<file path="src/rtl/bilatch_xcvr_pkg.sv">
// Shared types for the bidirectional latched transceiver.
// Assumes every control is active low and sampled on the rising clock edge.
package bilatch_xcvr_pkg;

    // Number of data directions: index 0 is A-to-B, index 1 is B-to-A.
    localparam int NUM_DIR = 2;
    localparam int DIR_AB  = 0;
    localparam int DIR_BA  = 1;

    // Control triple for one direction, all active low.
    typedef struct packed {
        logic sel_n;   // qualifies capture and drive
        logic cap_n;   // bank follows its source while low
        logic drv_n;   // bank drives the far port while low
    } dir_ctl_t;

endpackage

</file>
<file path="src/rtl/bilatch_bank.sv">
// One direction's storage bank and its output driver enable.
// While selected and capturing, the bank reloads from its source at every edge.
// The output vector reads as zero whenever the driver is off.
// Assumes: synchronous active-low reset; ctl is stable around the clock edge.
module bilatch_bank
    import bilatch_xcvr_pkg::*;
#(
    parameter int WIDTH = 8
) (
    input  logic             clk,
    input  logic             rst_n,
    input  logic [WIDTH-1:0] src,
    input  dir_ctl_t         ctl,
    output logic [WIDTH-1:0] dst,
    output logic             dst_oe
);

    logic [WIDTH-1:0] store_q;
    logic             oe_q;
    logic             load_en;
    logic             drive_en;

    // Decode the active-low controls; the select gates both actions.
    always_comb begin
        load_en  = !ctl.sel_n && !ctl.cap_n;
        drive_en = !ctl.sel_n && !ctl.drv_n;
    end

    // Storage: follow the source while loading, otherwise hold.
    always_ff @(posedge clk) begin
        if (!rst_n) begin
            store_q <= '0;
        end else if (load_en) begin
            store_q <= src;
        end
    end

    // Register the driver enable so a port cannot glitch on between edges.
    always_ff @(posedge clk) begin
        if (!rst_n) begin
            oe_q <= 1'b0;
        end else begin
            oe_q <= drive_en;
        end
    end

    // Present stored data only while driving; quiet zeros otherwise.
    always_comb begin
        dst    = oe_q ? store_q : '0;
        dst_oe = oe_q;
    end

endmodule

</file>
<file path="src/rtl/bilatch_clash.sv">
// Contention monitor: flags when more than one direction drives at once.
// Assumes the enables come from registered drivers (no glitches).
module bilatch_clash #(
    parameter int NDIR = 2
) (
    input  logic [NDIR-1:0] oe_vec,
    output logic            clash
);

    // With two ports every direction drives a port the other one reads.
    always_comb begin
        clash = ($countones(oe_vec) > 1);
    end

endmodule

</file>
<file path="src/rtl/bilatch_xcvr.sv">
// Top level of the bidirectional latched transceiver core.
// Two banks share ports A and B in opposite directions. The pads' tri-state
// buffers live in the I/O ring and are steered by a_oe / b_oe.
// Assumes: single clock, synchronous active-low reset.
module bilatch_xcvr
    import bilatch_xcvr_pkg::*;
#(
    parameter int WIDTH = 8
) (
    input  logic             clk,
    input  logic             rst_n,
    input  logic [WIDTH-1:0] a_in,
    output logic [WIDTH-1:0] a_out,
    output logic             a_oe,
    input  logic [WIDTH-1:0] b_in,
    output logic [WIDTH-1:0] b_out,
    output logic             b_oe,
    input  logic             sel_ab_n,
    input  logic             cap_ab_n,
    input  logic             drv_ab_n,
    input  logic             sel_ba_n,
    input  logic             cap_ba_n,
    input  logic             drv_ba_n,
    output logic             contention
);

    logic [WIDTH-1:0] src_arr [NUM_DIR];
    logic [WIDTH-1:0] dst_arr [NUM_DIR];
    dir_ctl_t         ctl_arr [NUM_DIR];
    logic [NUM_DIR-1:0] oe_vec;

    // Route each port and control triple to its direction's bank.
    always_comb begin
        src_arr[DIR_AB] = a_in;
        src_arr[DIR_BA] = b_in;
        ctl_arr[DIR_AB] = '{sel_n: sel_ab_n, cap_n: cap_ab_n, drv_n: drv_ab_n};
        ctl_arr[DIR_BA] = '{sel_n: sel_ba_n, cap_n: cap_ba_n, drv_n: drv_ba_n};
    end

    for (genvar g = 0; g < NUM_DIR; g++) begin : g_dir
        bilatch_bank #(.WIDTH(WIDTH)) u_bank (
            .clk    (clk),
            .rst_n  (rst_n),
            .src    (src_arr[g]),
            .ctl    (ctl_arr[g]),
            .dst    (dst_arr[g]),
            .dst_oe (oe_vec[g])
        );
    end

    // The A-to-B bank feeds port B; the B-to-A bank feeds port A.
    always_comb begin
        b_out = dst_arr[DIR_AB];
        b_oe  = oe_vec[DIR_AB];
        a_out = dst_arr[DIR_BA];
        a_oe  = oe_vec[DIR_BA];
    end

    bilatch_clash #(.NDIR(NUM_DIR)) u_clash (
        .oe_vec (oe_vec),
        .clash  (contention)
    );

endmodule

</file>
<file path="config.mk">
export PLATFORM = sky130hd
export DESIGN_NAME = bilatch_xcvr
export DESIGN_NICKNAME = d
export VERILOG_FILES = /design/src/rtl/bilatch_xcvr_pkg.sv /design/src/rtl/bilatch_bank.sv /design/src/rtl/bilatch_clash.sv /design/src/rtl/bilatch_xcvr.sv
export SDC_FILE = /design/constraint.sdc
export NUM_CORES = 1
export LEC_CHECK = 0
export BUFFER_PORTS_ARGS = -buffer_cell sky130_fd_sc_hd__buf_2
export CAP_MARGIN = 40
export CORE_MARGIN = 10
export CORE_UTILIZATION = 44
export DETAILED_ROUTE_END_ITERATION = 7
export PLACE_DENSITY = 0.8
export SYNTH_ARGS = -nofsm -noshare
export SYNTH_HDL_FRONTEND = slang
export SYNTH_SLANG_ARGS = --single-unit
</file>
<file path="constraint.sdc">
create_clock -name clk -period 0.9 [get_ports clk]
set_input_delay 0.135 -clock clk [delete_from_list [all_inputs] [get_ports clk]]
set_output_delay 0.135 -clock clk [all_outputs]
set_load 0.005 [all_outputs]
</file>
# Word level (Yosys, flattened, before mapping)
# Index checks and enable logic that the tools add are counted.
dict set report op_classes {
  magnitude_cmp 1
  n_reduce_logical 10
  addsub 1
  mux 2
}
# op n
set ops {}
lappend ops {{> comparator 32 x 2 -> 1 bit, second input constant} 1}
lappend ops {{2-to-1 mux 8 bit} 2}
lappend ops {{zero test 1 bit} 6}
lappend ops {{logical AND 1 bit} 4}
lappend ops {{adder 1 x 1 -> 2 bit} 1}
dict set report word_totals {
  out_inout_bits 19
  inputBits 24
  ff_bits 18
  word_cells 18
}

# Logic depth before layout (Yosys ltp)
# Gate-level depths: netlist of run 1.
dict set report depth {
  ltp_word 2
  depth_mapped 4
  depth_no_buf 2
}

# Modules after synthesis
# A second synthesis of run 1 with hierarchy kept.
dict set report hier_totals {
  hier_cells 97
  area_unflattened_um2 889.6
}
# mod area_per_inst_um2 n_inst cells_each seq_area_each_um2
set modules_own_cells {}
lappend modules_own_cells {bilatch_bank 441.7 2 48 180.2}
lappend modules_own_cells {bilatch_clash 6.3 1 1 0.0}

# Worst setup path after synthesis of run 1
# OpenSTA, ideal clock, no wires.
dict set report synth_timing {
  path_type {input-to-reg}
  start {input cap_ab_n}
  end {register g_dir[0].u_bank.store_q[0]}
  slack_ns 0.094
  n_path_buf 2
  t_arrival_ns 0.739
  stages 4
  setup_time_ns 0.067
  t_required_ns 0.833
  cell_sequence {buf_2 -> or2_1 -> buf_6 -> o21ai_2}
}
dict set report synth_between {
  elab_chain_cells 2
}
# item line
set synth_lines {}
lappend synth_lines {{start: declaration} bilatch_xcvr.sv:19} ;# input logic cap_ab_n,
lappend synth_lines {{zero test 1 bit} bilatch_bank.sv:25} ;# load_en = !ctl.sel_n && !ctl.cap_n;
lappend synth_lines {{logical AND 1 bit} bilatch_bank.sv:25}
lappend synth_lines {{end signal: assignment} bilatch_bank.sv:34} ;# store_q <= src;
lappend synth_lines {{end: declaration} bilatch_bank.sv:18} ;# logic [WIDTH-1:0] store_q;
# Every way passes these cells.
# A chain may end at the register's enable or synchronous reset.

# Worst setup path after layout of run 1
dict set report layout_timing {
  start {register g_dir[0].u_bank.oe_q}
  end {output contention}
}
dict set report layout_between {
  elab_chain_cells 2
}
# item line
set layout_lines {}
lappend layout_lines {{start: declaration} bilatch_bank.sv:19} ;# logic oe_q;
lappend layout_lines {{start signal: assignment} bilatch_bank.sv:43} ;# oe_q <= drive_en;
lappend layout_lines {{adder 1 x 1 -> 2 bit (not written as such)} bilatch_clash.sv:12} ;# clash = ($countones(oe_vec) > 1);
lappend layout_lines {{> comparator 32 x 2 -> 1 bit} bilatch_clash.sv:12}
lappend layout_lines {{end: declaration} bilatch_xcvr.sv:24} ;# output logic contention
# Every way passes these cells.

==> results.toml, run 1 <==
[power_and_ir_drop]
power.density_nw_per_um2 = 1250
clock_power_share = 0.265
power.combinational.fraction = 0.153
switchingPower_uw = 370
p_int_uw = 1100
ir_worst_vdd_v = 0.000790
seqPwrFrac = 0.582
sw_frac_of_total = 0.253
p_leak_uw = 0.000550

[final_layout]
fillers = 182
num_antenna_cells = 0
nets = 165
drive_above_1_share = 0.504
regArea_um2 = 368
final_common_cell = "buf_2"
layout.cells.non_filler = 166
most-common-layout-cells = "buf_2 (40), nand2_1 (16), o211ai_1 (16), o21ai_2 (16), dfxtp_1 (16)"
utilization = 0.606
syn_to_final_growth_pct = 32.2
multi_input_area_um2 = 459

[grt]
grt_pass1_wl_um = 3770
grt_max_degree = 35
antenna_found_initial = 0
gr-total-overflow = 0
grt_pass1_vias = 835
grt_usage = 0.107

[route]
drc_errors = 0
met3_length_um = 204
drt_pre_antenna_iters = 3
wl_met1_um = 1030
wirelength_um = 2240
vias_per_cell = 4.95
antenna_left = 0
dr_total_vias = 821
routed-wl-met2_um = 993
wl_per_cell_um = 13.5
dr.max_layer_used = "met4"
drtIter0Drc = 15

[synthesis]
synth_cells = 97
yosysUniqueCellTypes = 11
syn_nets = 121
muxShareOfSynthArea = 0
syn-cell-area_um2 = 890
synth_top_family_by_area = "compound AO/OA/AOI/OAI gates"
ys_seq_area_frac = 0.405
ys_ff_latch = 18
yosys_warnings = 0
synth-adder-area-share = 0
syn_avg_cell_area_um2 = 9.17
synth_compound_area_frac = 0.293
synth-simple-area-share = 0.218
synth-xor-area-share = 0

[timing]
fin_crit_ns = 1.09
relSlewSlack = 0.693
tightest_slew_ns = 0.460
skew_ns = 0
slew_viol_final = 0
post-route-period-util = 1.21
hold_violations = 0
tns_ns = -3.07
finalSetupViolCount = 19
grt_setup_unrepaired = "yes"
setup_ws_ns = -0.186
clock.fmax_mhz = 921

[worst_setup_path]
crit_start = "g_dir[0].u_bank.dst_oe"
critical_path_class = "flop to output pin"
worstRegToRegCells = 2
worstPathArrival_ns = 0.95
worstReg2RegEnd = "g_dir[0].u_bank.store_q[0]"
cp.required_ns = 0.76
cp-endpoint = "contention"
critPathMaxFanout = 10
endpoint_kind = "output pin"
rr_startpoint = "g_dir[0].u_bank.store_q[0]"
regToRegSetupSlack_ns = 0.29
start_kind = "flop"

[die]
fp.dieW_um = 65.0
start_util = 0.458
io-pin-count = 43
dieArea_um2 = 4220
die_h_um = 65.0
rows = 16
core_um2 = 1940

[clocking]
cts_buffer_depth = 2
cts_sinks = 18
cts_root_buf = "clkbuf_4"
clk_latency_ns = 0.28
clk_pin_slew_ns = 0.10
cts_tree = "done"
cts_buffers = 3
h-tree-depth = 1
postCtsSetupRepairBufs = 0

[placed_design]
io_buffer_count = 42
place_congestion = 0.712
placed_cells = 161
dp_hpwl_um = 1720

[outcome]
violations = "negative setup slack"
outcome = "finished with violations"

[flow_run]
cap_violations = 0

[min_path]
min_path_type = "primary input to flop"
-- metrics by stage --
step                      area [µm²]  worst slack [ns]  hold WS, ns  power [µW]
after floorplan                  890            0.0939        0.211        1010
after global placement          1110            0.0188        0.307        1080
after detailed placement        1110          -0.00916        0.302        1090
after CTS                       1160            -0.208       0.0672        1490
after global routing            1180            -0.232       0.0726        1540
final                           1180            -0.186       0.0812        1470
-- cell usage after synthesis --
library cell | count | area [µm²]
and2_1 | 17 | 106
o21ai_2 | 16 | 140
buf_6 | 4 | 45.0
nand2_1 | 16 | 60.1
o211ai_1 | 16 | 120
buf_2 | 3 | 15.0
dfxtp_1 | 18 | 360
or2_1 | 2 | 12.5
buf_4 | 1 | 7.51
nor3b_1 | 2 | 15.0
clkbuf_1 | 2 | 7.51
-- critical path, cell delays in order, from the launching register on --
cell and delay [ns]:
dfxtp_4 0.39, and2_1 0.16, buf_2 0.12
-- area by class of cell --
cell class	count	share of cell area
clock buffers	3	0.0191
flip-flops and latches	18	0.313
well taps	27	0.0287
multi-input cells	69	0.390
repair buffers	49	0.249
-- power by group through the flow --
stage / Clock [µW] / Sequential, µW / Combinational, µW
6_report: 388 / 854 / 224
4_1_cts: 412 / 854 / 226
3_3_place_gp: 0 / 873 / 211
5_1_grt: 430 / 861 / 249
2_1_floorplan: 0 / 868 / 143
3_5_place_dp: 0 / 875 / 218
-- how the worst min path moves through the flow --
stage / startpoint / to / slack (ns) / cells past startpoint
6_report: a_in[7] / g_dir[0].u_bank.store_q[7] / 0.08 / 3
5_1_grt: b_in[5] / g_dir[1].u_bank.store_q[5] / 0.07 / 3
4_1_cts: a_in[3] / g_dir[0].u_bank.store_q[3] / 0.07 / 3
3_5_place_dp: drv_ba_n / g_dir[1].u_bank.dst_oe / 0.30 / 2
3_3_place_gp: drv_ab_n / g_dir[0].u_bank.dst_oe / 0.31 / 2
2_1_floorplan: drv_ab_n / g_dir[0].u_bank.dst_oe / 0.21 / 1
-- state kept, by name (all words and copies together) (netlist names) --
signal,flops
g_dir.u_bank.dst_oe,2
g_dir.u_bank.store_q,16
-- kinds of logic after synthesis --
family          count (synthesis)
flops                          18
compound gates                 32
simple gates                   37
buf+inv                        10
-- layer usage --
layer,up-vias,GRT usage
li1,423,-
met5,-,0
met1,365,0.121
met4,0,0.0481
met3,2,0.0481
met2,31,0.170
-- timing repair --
item | CTS | global route
hold endpoints to repair | 2 | 0
hold buffers | 2 | 0
pin swaps | 0 | 1
cloned | 0 | 0
endpoints found under the setup margin | 19 | 19
resized for setup | 4 | 4
(Power assumes the default switching activity.)
==> run 2: changes to the inputs <==
Settings changed: CORE_ASPECT_RATIO from default to 0.7.
==> run 2 against run 1 <==
  * Global-route usage shrank 0.056 points
  * Combinational power about the same
  * Sequential share of layout area hardly changed
  * Register-to-register slack barely moved
  * Highest routed layer unchanged
  * Clock skew unchanged
  * Clock-buffer cell count is 1 higher
  * Wire length rose by 0.27%
  * First-iteration DRC count stayed put
  * Critical path type unchanged
  * The run still ends with negative setup slack left
  * Largest cell class unchanged
==> results.toml, run 2 (synthesis gave the netlist of run 1 again) <==
[outcome]
outcome = "finished with violations"
violations = "negative setup slack"

[final_layout]
top_register = "g_dir.u_bank.store_q"
largest_reg_flops = 16
final_common_cell = "buf_2"
nets = 165
syn_to_final_growth_pct = 32.1
num_antenna_cells = 0
finalInstanceArea_um2 = 1170
drive_above_1_share = 0.500

[worst_setup_path]
worstRegToRegCells = 2
worstPathArrival_ns = 0.95
rr_startpoint = "g_dir[0].u_bank.store_q[1]"
crit_slowest_cell = "dfxtp_4"
critPathMaxFanout = 10
endpoint_kind = "output pin"
cp.required_ns = 0.76
start_kind = "flop"
cp_slowest_stage_delay_ns = 0.38
critical_path_class = "flop to output pin"
path_cells = "and2_1 > buf_2"
worstReg2RegEnd = "g_dir[0].u_bank.store_q[1]"
regToRegSetupSlack_ns = 0.28

[grt]
gr-total-overflow = 0
grt_pass1_vias = 799
antenna_found_initial = 0
grt_pass1_wl_um = 3710
grt_max_degree = 35
grt_usage = 0.107

[placed_design]
place_congestion = 0.793
dp_hpwl_um = 1800
place_ws_ns = -0.0156
io_buffer_count = 42
placed_area_um2 = 1100

[timing]
tns_ns = -3.04
clock.fmax_mhz = 921
setup_ws_ns = -0.186
post-route-period-util = 1.21
fin_crit_ns = 1.09
skew_ns = 0
relSlewSlack = 0.698
hold_violations = 0
slew_viol_final = 0
grt_setup_unrepaired = "yes"
tightest_slew_ns = 0.454
finalSetupViolCount = 19

[power_and_ir_drop]
clock_power_share = 0.309
switchingPower_uw = 375
power.density_nw_per_um2 = 1330
p_leak_uw = 0.000555
p_int_uw = 1190
seqPwrFrac = 0.547
power.combinational.fraction = 0.144
ir_worst_vdd_v = 0.000966
sw_frac_of_total = 0.240

[die]
rows = 13
die_h_um = 57.6
io-pin-count = 43
dieArea_um2 = 4250
core_um2 = 1890
start_util = 0.471
fp.dieW_um = 73.7

[clocking]
cts_sinks = 18
clk_latency_ns = 0.28
cts_buffer_depth = 2
postCtsSetupRepairBufs = 0
cts_buffers = 3
cts_tree = "done"
h-tree-depth = 1
cts_root_buf = "clkbuf_4"
clk_pin_slew_ns = 0.10

[route]
wl_per_cell_um = 13.9
wirelength_um = 2250
vias_per_cell = 5.01
antenna_left = 0
dr_total_vias = 811
drt_pre_antenna_iters = 3
drtIter0Drc = 15
drc_errors = 0

[min_path]
min_path_type = "primary input to flop"
min_from = "b_in[7]"
worstHoldEndpoint = "g_dir[1].u_bank.store_q[7]"
worstHoldPathCells = 3

[flow_run]
cap_violations = 0
-- run 2: worst max-delay path: cells and delay by family (launching register included) --
family | cells | cell delay (ns)
buffers and inverters | 1 | 0.12
DFF | 1 | 0.38
and+or+nand+nor | 1 | 0.16
-- run 2: per-stage QoR --
step | utilization | total power [µW] | hold slack, ns | std cells
2_1_floorplan | - | 1010 | 0.211 | 97
3_3_place_gp | 0.584 | 1080 | 0.299 | 156
3_5_place_dp | 0.584 | 1090 | 0.297 | 156
4_1_cts | 0.618 | 1570 | 0.0720 | 162
5_1_grt | 0.623 | 1640 | 0.0672 | 162
6_report | 0.623 | 1560 | 0.0779 | 162
-- run 2: timing repair --
item / CTS / global route
setup endpoints to repair: 19 / 19
gates resized for setup: 4 / 2
endpoints found under the hold margin: 2 / 0
pin swaps: 0 / 1
hold buffers: 2 / 0
-- run 2: layout make-up --
class                           count  area, µm²
Clock buffer                        4       36.3
Sequential cell                    18        368
Timing Repair Buffer               49        287
Fill cell                         166        712
Multi-Input combinational cell     69        457
Tap cell                           22       27.5
-- run 2: metal layers --
layer / global-route usage / wire, µm / vias to the layer above
li1: - / - / 430
met1: 0.112 / 901 / 365
met2: 0.197 / 1220 / 14
met3: 0.0289 / 93 / 2
met4: 0.0398 / 27 / 0
met5: 0 / 0 / -
-- run 2: worst max-delay path by stage --
stage,to,cells past startpoint,from,slack [ns]
after floorplan,g_dir[0].u_bank.store_q[0],4,cap_ab_n,0.09
after global placement,g_dir[1].u_bank.store_q[5],3,sel_ba_n,0.02
after detailed placement,g_dir[0].u_bank.store_q[1],3,sel_ab_n,-0.02
after CTS,b_out[6],2,g_dir[0].u_bank.dst_oe,-0.19
after global routing,b_out[2],2,g_dir[0].u_bank.dst_oe,-0.24
final,a_out[2],2,g_dir[1].u_bank.dst_oe,-0.19
-- run 2: power groups by stage --
stage / Clock [µW] / Combinational (µW) / Sequential, µW
finish: 482 / 225 / 854
global route: 535 / 248 / 861
CTS: 494 / 225 / 854
detailed placement: 0 / 217 / 876
global placement: 0 / 210 / 873
floorplan: 0 / 143 / 868
